===== config.mk =====
export PLATFORM = sky130hd
export DESIGN_NAME = own_handoff_reg
export DESIGN_NICKNAME = d
export VERILOG_FILES = /design/src/rtl/handoff_pkg.sv /design/src/rtl/hs_sw_decode.sv /design/src/rtl/hs_sem_core.sv /design/src/rtl/hs_chg_notify.sv /design/src/rtl/own_handoff_reg.sv
export SDC_FILE = /design/constraint.sdc
export NUM_CORES = 1
export LEC_CHECK = 0
export ABC_AREA = 1
export CAP_MARGIN = 5
export CORE_ASPECT_RATIO = 0.8
export CORE_MARGIN = 5
export CORE_UTILIZATION = 24
export DETAILED_ROUTE_END_ITERATION = 10
export PLACE_DENSITY_LB_ADDON = 0.25
export SYNTH_ARGS = -nofsm -noshare
export SYNTH_HDL_FRONTEND = slang
export SYNTH_SLANG_ARGS = --single-unit

===== constraint.sdc =====
create_clock -name clk -period 1.2 [get_ports clk]
set_input_delay 0.3 -clock clk [delete_from_list [all_inputs] [get_ports clk]]
set_output_delay 0.3 -clock clk [all_outputs]
set_load 0.01 [all_outputs]

===== src/rtl/handoff_pkg.sv =====
package handoff_pkg;

  // bit positions inside the handoff word; software decodes these
  localparam int HS_FWO_BIT   = 0;
  localparam int HS_OSO_BIT   = 1;
  localparam int HS_CHG_BIT   = 2;
  localparam int HS_NEN_BIT   = 3;
  localparam int HS_BUSY_BIT  = 4;
  localparam int HS_USED_BITS = 5;

  // packed so that each field lands on its bit position above
  typedef struct packed {
    logic busy;
    logic nen;
    logic chg;
    logic oso;
    logic fwo;
  } hs_state_t;

  function automatic logic [HS_USED_BITS-1:0] hs_field_word(hs_state_t s);
    return s;
  endfunction

  // change flag: a fresh toggle beats a software clear
  function automatic logic chg_next(logic cur, logic clr_req, logic toggle);
    return toggle | (cur & ~clr_req);
  endfunction

  // busy flag: set beats clear
  function automatic logic busy_next(logic cur, logic set_req, logic clr_req);
    return set_req | (cur & ~clr_req);
  endfunction

  // firmware semaphore: claim beats release
  function automatic logic fwo_next(logic cur, logic claim, logic rel);
    return claim | (cur & ~rel);
  endfunction

  function automatic logic oso_changes(logic wr, logic new_val, logic cur);
    return wr & (new_val ^ cur);
  endfunction

endpackage


===== src/rtl/hs_sw_decode.sv =====
module hs_sw_decode #(
  parameter int          ADDR_W    = 8,
  parameter logic [ADDR_W-1:0] HS_OFS  = 8'h28,
  parameter logic [ADDR_W-1:0] CAP_OFS = 8'h24,
  parameter bit          SUPPORTED = 1'b1
) (
  input  logic              sw_wr,
  input  logic [ADDR_W-1:0] sw_addr,
  output logic              hs_sel,
  output logic              cap_sel,
  output logic              hs_wr
);

  always_comb begin
    hs_sel  = (sw_addr == HS_OFS);
    cap_sel = (sw_addr == CAP_OFS);
    hs_wr   = sw_wr & hs_sel & SUPPORTED;
  end

endmodule


===== src/rtl/hs_sem_core.sv =====
module hs_sem_core
  import handoff_pkg::*;
#(
  parameter bit SUPPORTED = 1'b1
) (
  input  logic clk,
  input  logic rst_n,
  input  logic hs_wr,
  input  logic wr_oso,
  input  logic fw_release,
  input  logic fw_claim,
  input  logic fw_busy_set,
  input  logic fw_busy_clr,
  output logic fwo_q,
  output logic oso_q,
  output logic busy_q,
  output logic oso_toggle
);

  logic rel_g, claim_g, bset_g, bclr_g;

  // firmware-side inputs are dead when the handoff is not implemented
  always_comb begin
    rel_g   = fw_release  & SUPPORTED;
    claim_g = fw_claim    & SUPPORTED;
    bset_g  = fw_busy_set & SUPPORTED;
    bclr_g  = fw_busy_clr & SUPPORTED;
    oso_toggle = oso_changes(hs_wr, wr_oso, oso_q);
  end

  always_ff @(posedge clk) begin
    if (!rst_n) begin
      fwo_q  <= SUPPORTED;
      oso_q  <= 1'b0;
      busy_q <= 1'b0;
    end else begin
      fwo_q  <= fwo_next(fwo_q, claim_g, rel_g);
      if (hs_wr) oso_q <= wr_oso;
      busy_q <= busy_next(busy_q, bset_g, bclr_g);
    end
  end

endmodule


===== src/rtl/hs_chg_notify.sv =====
module hs_chg_notify
  import handoff_pkg::*;
(
  input  logic clk,
  input  logic rst_n,
  input  logic hs_wr,
  input  logic wr_chg_clr,
  input  logic wr_nen,
  input  logic oso_toggle,
  output logic chg_q,
  output logic nen_q,
  output logic notify_q
);

  logic nen_after;
  logic clr_req;

  always_comb begin
    nen_after = hs_wr ? wr_nen : nen_q;
    clr_req   = hs_wr & wr_chg_clr;
  end

  always_ff @(posedge clk) begin
    if (!rst_n) begin
      chg_q    <= 1'b0;
      nen_q    <= 1'b0;
      notify_q <= 1'b0;
    end else begin
      chg_q    <= chg_next(chg_q, clr_req, oso_toggle);
      nen_q    <= nen_after;
      notify_q <= oso_toggle & nen_after;
    end
  end

endmodule


===== src/rtl/own_handoff_reg.sv =====
module own_handoff_reg
  import handoff_pkg::*;
#(
  parameter int ADDR_W    = 8,
  parameter int DATA_W    = 32,
  parameter logic [ADDR_W-1:0] HS_OFS  = 8'h28,
  parameter logic [ADDR_W-1:0] CAP_OFS = 8'h24,
  parameter bit SUPPORTED = 1'b1
) (
  input  logic              clk,
  input  logic              rst_n,
  input  logic              sw_wr,
  input  logic [ADDR_W-1:0] sw_addr,
  input  logic [DATA_W-1:0] sw_wdata,
  output logic [DATA_W-1:0] sw_rdata,
  input  logic              fw_release,
  input  logic              fw_claim,
  input  logic              fw_busy_set,
  input  logic              fw_busy_clr,
  output logic              fw_own_req,
  output logic              fw_notify
);

  localparam int PAD_W = DATA_W - HS_USED_BITS;

  logic hs_sel, cap_sel, hs_wr;
  logic fwo_q, oso_q, busy_q, chg_q, nen_q, notify_q;
  logic oso_toggle;
  hs_state_t state;
  logic [DATA_W-1:0] hs_word, cap_word;
  logic unused_wbits;

  assign unused_wbits = ^sw_wdata[DATA_W-1:HS_USED_BITS] ^ sw_wdata[HS_FWO_BIT]
                      ^ sw_wdata[HS_BUSY_BIT];

  hs_sw_decode #(
    .ADDR_W(ADDR_W), .HS_OFS(HS_OFS), .CAP_OFS(CAP_OFS), .SUPPORTED(SUPPORTED)
  ) u_decode (
    .sw_wr(sw_wr), .sw_addr(sw_addr),
    .hs_sel(hs_sel), .cap_sel(cap_sel), .hs_wr(hs_wr)
  );

  hs_sem_core #(.SUPPORTED(SUPPORTED)) u_sem (
    .clk(clk), .rst_n(rst_n), .hs_wr(hs_wr),
    .wr_oso(sw_wdata[HS_OSO_BIT]),
    .fw_release(fw_release), .fw_claim(fw_claim),
    .fw_busy_set(fw_busy_set), .fw_busy_clr(fw_busy_clr),
    .fwo_q(fwo_q), .oso_q(oso_q), .busy_q(busy_q), .oso_toggle(oso_toggle)
  );

  hs_chg_notify u_chg (
    .clk(clk), .rst_n(rst_n), .hs_wr(hs_wr),
    .wr_chg_clr(sw_wdata[HS_CHG_BIT]), .wr_nen(sw_wdata[HS_NEN_BIT]),
    .oso_toggle(oso_toggle),
    .chg_q(chg_q), .nen_q(nen_q), .notify_q(notify_q)
  );

  always_comb begin
    state.busy = busy_q;
    state.nen  = nen_q;
    state.chg  = chg_q;
    state.oso  = oso_q;
    state.fwo  = fwo_q;
  end

  // variant picked by the capability parameter
  generate
    if (SUPPORTED) begin : g_live
      assign hs_word    = {{PAD_W{1'b0}}, hs_field_word(state)};
      assign fw_own_req = fwo_q & oso_q;
      assign fw_notify  = notify_q;
    end else begin : g_inert
      assign hs_word    = '0;
      assign fw_own_req = 1'b0;
      assign fw_notify  = 1'b0;
    end
  endgenerate

  assign cap_word = {{(DATA_W-1){1'b0}}, SUPPORTED};

  always_comb begin
    if (hs_sel)       sw_rdata = hs_word;
    else if (cap_sel) sw_rdata = cap_word;
    else              sw_rdata = '0;
  end

endmodule


==> summary.txt <==
Global route
  – First-pass GRT wire length: a little under 2000 µm
  – Initial antenna violation count: 0
  – Gr busiest metal: met2
  – Vias in the first global route: a little under 500
  – Global Route met1 Usage: 6.77%
  – Total track usage: under 10%
  – Grt met2 use: approximately 15%
  – Grt ovf: 0
  – Largest net degree at the start of global routing: 6
  – GR Util met3: approximately 5.6%

Detailed routing
  – Initial DRC count: 3
  – Wirelength, routed: 1340 µm
  – Vias: roughly 500
  – Routed Antenna Nets: 0
  – DR pass1 iterations: 2
  – DRC: 0
  – WL/cell: around 9.3 µm
  – Vias per inst: 3.46

Floorplanning
  – DIE AREA: 3490 µm²
  – I/O Pins: 81
  – Core Area: between 2000 and 2500 µm²
  – Floorplan row count: 15
  – Die Width: around 65 µm
  – Starting density of the core: about a quarter
  – Die Y: 53.9 µm

Min path
  – WHS Endpoint: u_chg.chg_q
  – Cells on Worst Hold Path: 2
  – Hold crit path type: reg -> reg
  – Hold Crit Start: u_chg.chg_q

Pwr
  – Pwr Density: 635 nW/µm²
  – P_leak: 0.000467 µW
  – Peak supply drop: ~0.23 mV

Finish
  – Layout cell share with drive strength beyond 1: 42.9%
  – Non-filler cells, final: 144
  – Fillers: roughly 250
  – Final #Nets: about 170
  – ANT cells: 0
  – Area Overhead vs Synth: 47.3%

Setup path
  – Slowest CP cell: nor2_4
  – R2R Path Start: u_sem.oso_q
  – R2R cell count: 4
  – Critical path startpoint category: input pin
  – Reg2reg setup slack: ~0.30 ns
  – Worst EP arrival: between 0.9 and 1 ns
  – Crit-path cells: buf_6 > inv_2 > nand2_2 > nor2_4 > buf_6 > nand2_2 > o21ai_2 > buf_2
  – Crit path largest cell delay: 0.14 ns
  – Req. time, crit path: 0.90 ns
  – Max FO, Critical Path: 2
  – Critical Path Source: sw_addr[4]
  – Critical path type: in -> out
  – Crit path capture type: output port
  – Reg-to-Reg End: u_chg.chg_q

Clock tree
  – Clk_lat worst skew: around 0.24 ns
  – CTS tree: yes
  – Clock root cell: clkbuf_4
  – Clock buffer count from CTS: 3
  – H-tree depth: 1
  – CTS sink count: 6
  – Max clock buf depth: 2
  – Reg clk slew, reported paths: 0.05 ns

Synth
  – Cell count after synthesis: 83
  – Library cells used by synthesis: 18
  – Yosys top cell by area: buf_4
  – Register bit count reported by yosys: 6
  – Synthesis warning total: 0
  – Post-synth top area share: 35.1%
  – Synth Cell Area: 577 µm²
  – Syn Area/Cell: 6.95 µm²
  – Synth area leaders: buf_4, dfxtp_1, inv_1, nor2_1, nand2_1
  – Seq/Total Area, Yosys: 20.8%

Timing
  – Achievable frequency: 787 MHz
  – Fin worst setup slack: -0.0709 ns
  – Setup TNS: -0.229 ns
  – Post-layout min period: 1.27 ns
  – Setup-failing EPs final: 5
  – Final period utilization: 106%
  – Clk_skew: 0.00204 ns
  – Final hold viol count: 0
  – Fin. max-slew vios: 0
  – RSZ-0062 raised after global routing: true

Placed design
  – Pre-CTS setup slack: -0.922 ns
  – DP HPWL: 1110 µm
  – Placed Cells: 137
  – Port buffer count: 24
  – Final Wtd Congestion: 0.682

Outcome
  – Violated checks: negative setup slack
  – Outcome: finished, violations left

Run
  – MaxCap Viol Count: 0
-- cell type report --
cell class	instances	area (µm²)	share of cell area, %
Clock buffer	3	22.5	2.65
Timing Repair Buffer	34	292	34.3
Sequential cell	6	121	14.3
Inverter	16	61.3	7.22
Tap cell	25	31.3	3.68
Multi-Input combinational cell	60	322	37.8
-- layout by cell type, fill, tap and decap left out --
master	n
nor2_4	3
clkdlybuf4s50_1	9
nor2_1	7
a21oi_2	1
nand2_1	5
inv_1	9
xor2_1	1
o21ai_2	1
conb_1	27
a21oi_1	1
nand3_2	1
nand2_4	1
nand3_4	1
inv_2	6
o21ai_0	1
nand2_2	6
buf_6	8
nor2_2	1
dfxtp_2	1
clkinv_2	1
clkbuf_4	3
nor3_2	1
nand4_1	2
dfxtp_1	5
buf_4	9
dlygate4sd2_1	1
buf_2	7
-- Yosys cell counts --
library cell / count
dfxtp_1: 6
inv_1: 14
nand2_2: 4
nor3_1: 1
nand4_1: 2
nor2_4: 2
a21oi_1: 1
nand3_2: 1
a21oi_2: 1
nand2_1: 8
xor2_1: 1
conb_1: 1
inv_2: 1
o21ai_0: 2
buf_4: 27
clkinv_2: 1
nand3_4: 1
nor2_1: 9
-- metrics by stage --
step                area [µm²]  power, µW  util, %  hold slack, ns
floorplan                  674        339        -           0.400
global placement           788        344     35.3           0.466
detailed placement         788        344     35.3           0.474
CTS                        823        539     36.9           0.482
global route               850        577     38.0           0.508
finish                     850        540     38.0           0.473
-- worst max-delay path, delay by kind of cell --
kind / cells / cell delay [ns]
AO/OA/AOI/OAI: 1 / 0.05
buffers and inverters: 4 / 0.38
AND/OR/NAND/NOR: 3 / 0.24
-- metal layers --
layer | vias to the layer above | part of all wire (%)
li1 | 262 | -
met3 | 0 | 12
met4 | 0 | 0
met5 | - | 0
met2 | 24 | 54
met1 | 212 | 35
-- worst max-delay path by stage --
stage / cells past startpoint / end
after floorplan: 5 / sw_rdata[0]
after global placement: 6 / sw_rdata[3]
after detailed placement: 6 / sw_rdata[3]
after CTS: 7 / sw_rdata[0]
after global routing: 8 / sw_rdata[0]
final: 8 / sw_rdata[0]
-- state kept, by name, indices dropped and copies added (netlist names) --
name            cells
u_chg.chg_q         1
u_chg.nen_q         1
u_chg.notify_q      1
u_sem.busy_q        1
u_sem.fwo_q         1
u_sem.oso_q         1
-- timing repair --
| item | 4_1_cts | 5_1_grt |
|---|---|---|
| gates resized for setup | 70 | 4 |
| setup endpoints to repair | 11 | 6 |
| hold buffers | 0 | 0 |
| cloned | 0 | 0 |
| hold endpoints to repair | 0 | 0 |
| pin swaps | 9 | 7 |
| setup buffers | 2 | 2 |
-- report_power, final --
| group | total, µW | leakage, µW | internal, µW | switching (µW) |
|---|---|---|---|---|
| combinational | 150 | 0.000403 | 70.4 | 79.7 |
| sequential | 205 | 0.0000494 | 204 | 1.20 |
| clock | 185 | 0.0000138 | 113 | 71.6 |
-- cell families (layout without fill, tap and decap cells) --
family	count (synthesis)	after routing	share of synthesized area (%)
AND/OR/NAND/NOR	28	28	27.1
AO/OA/AOI/OAI	4	4	4.12
other	1	27	0.650
buffers and inverters	43	53	45.8
flip-flops	6	6	20.8
XOR/XNOR	1	1	1.52
(Power assumes the default switching activity.)
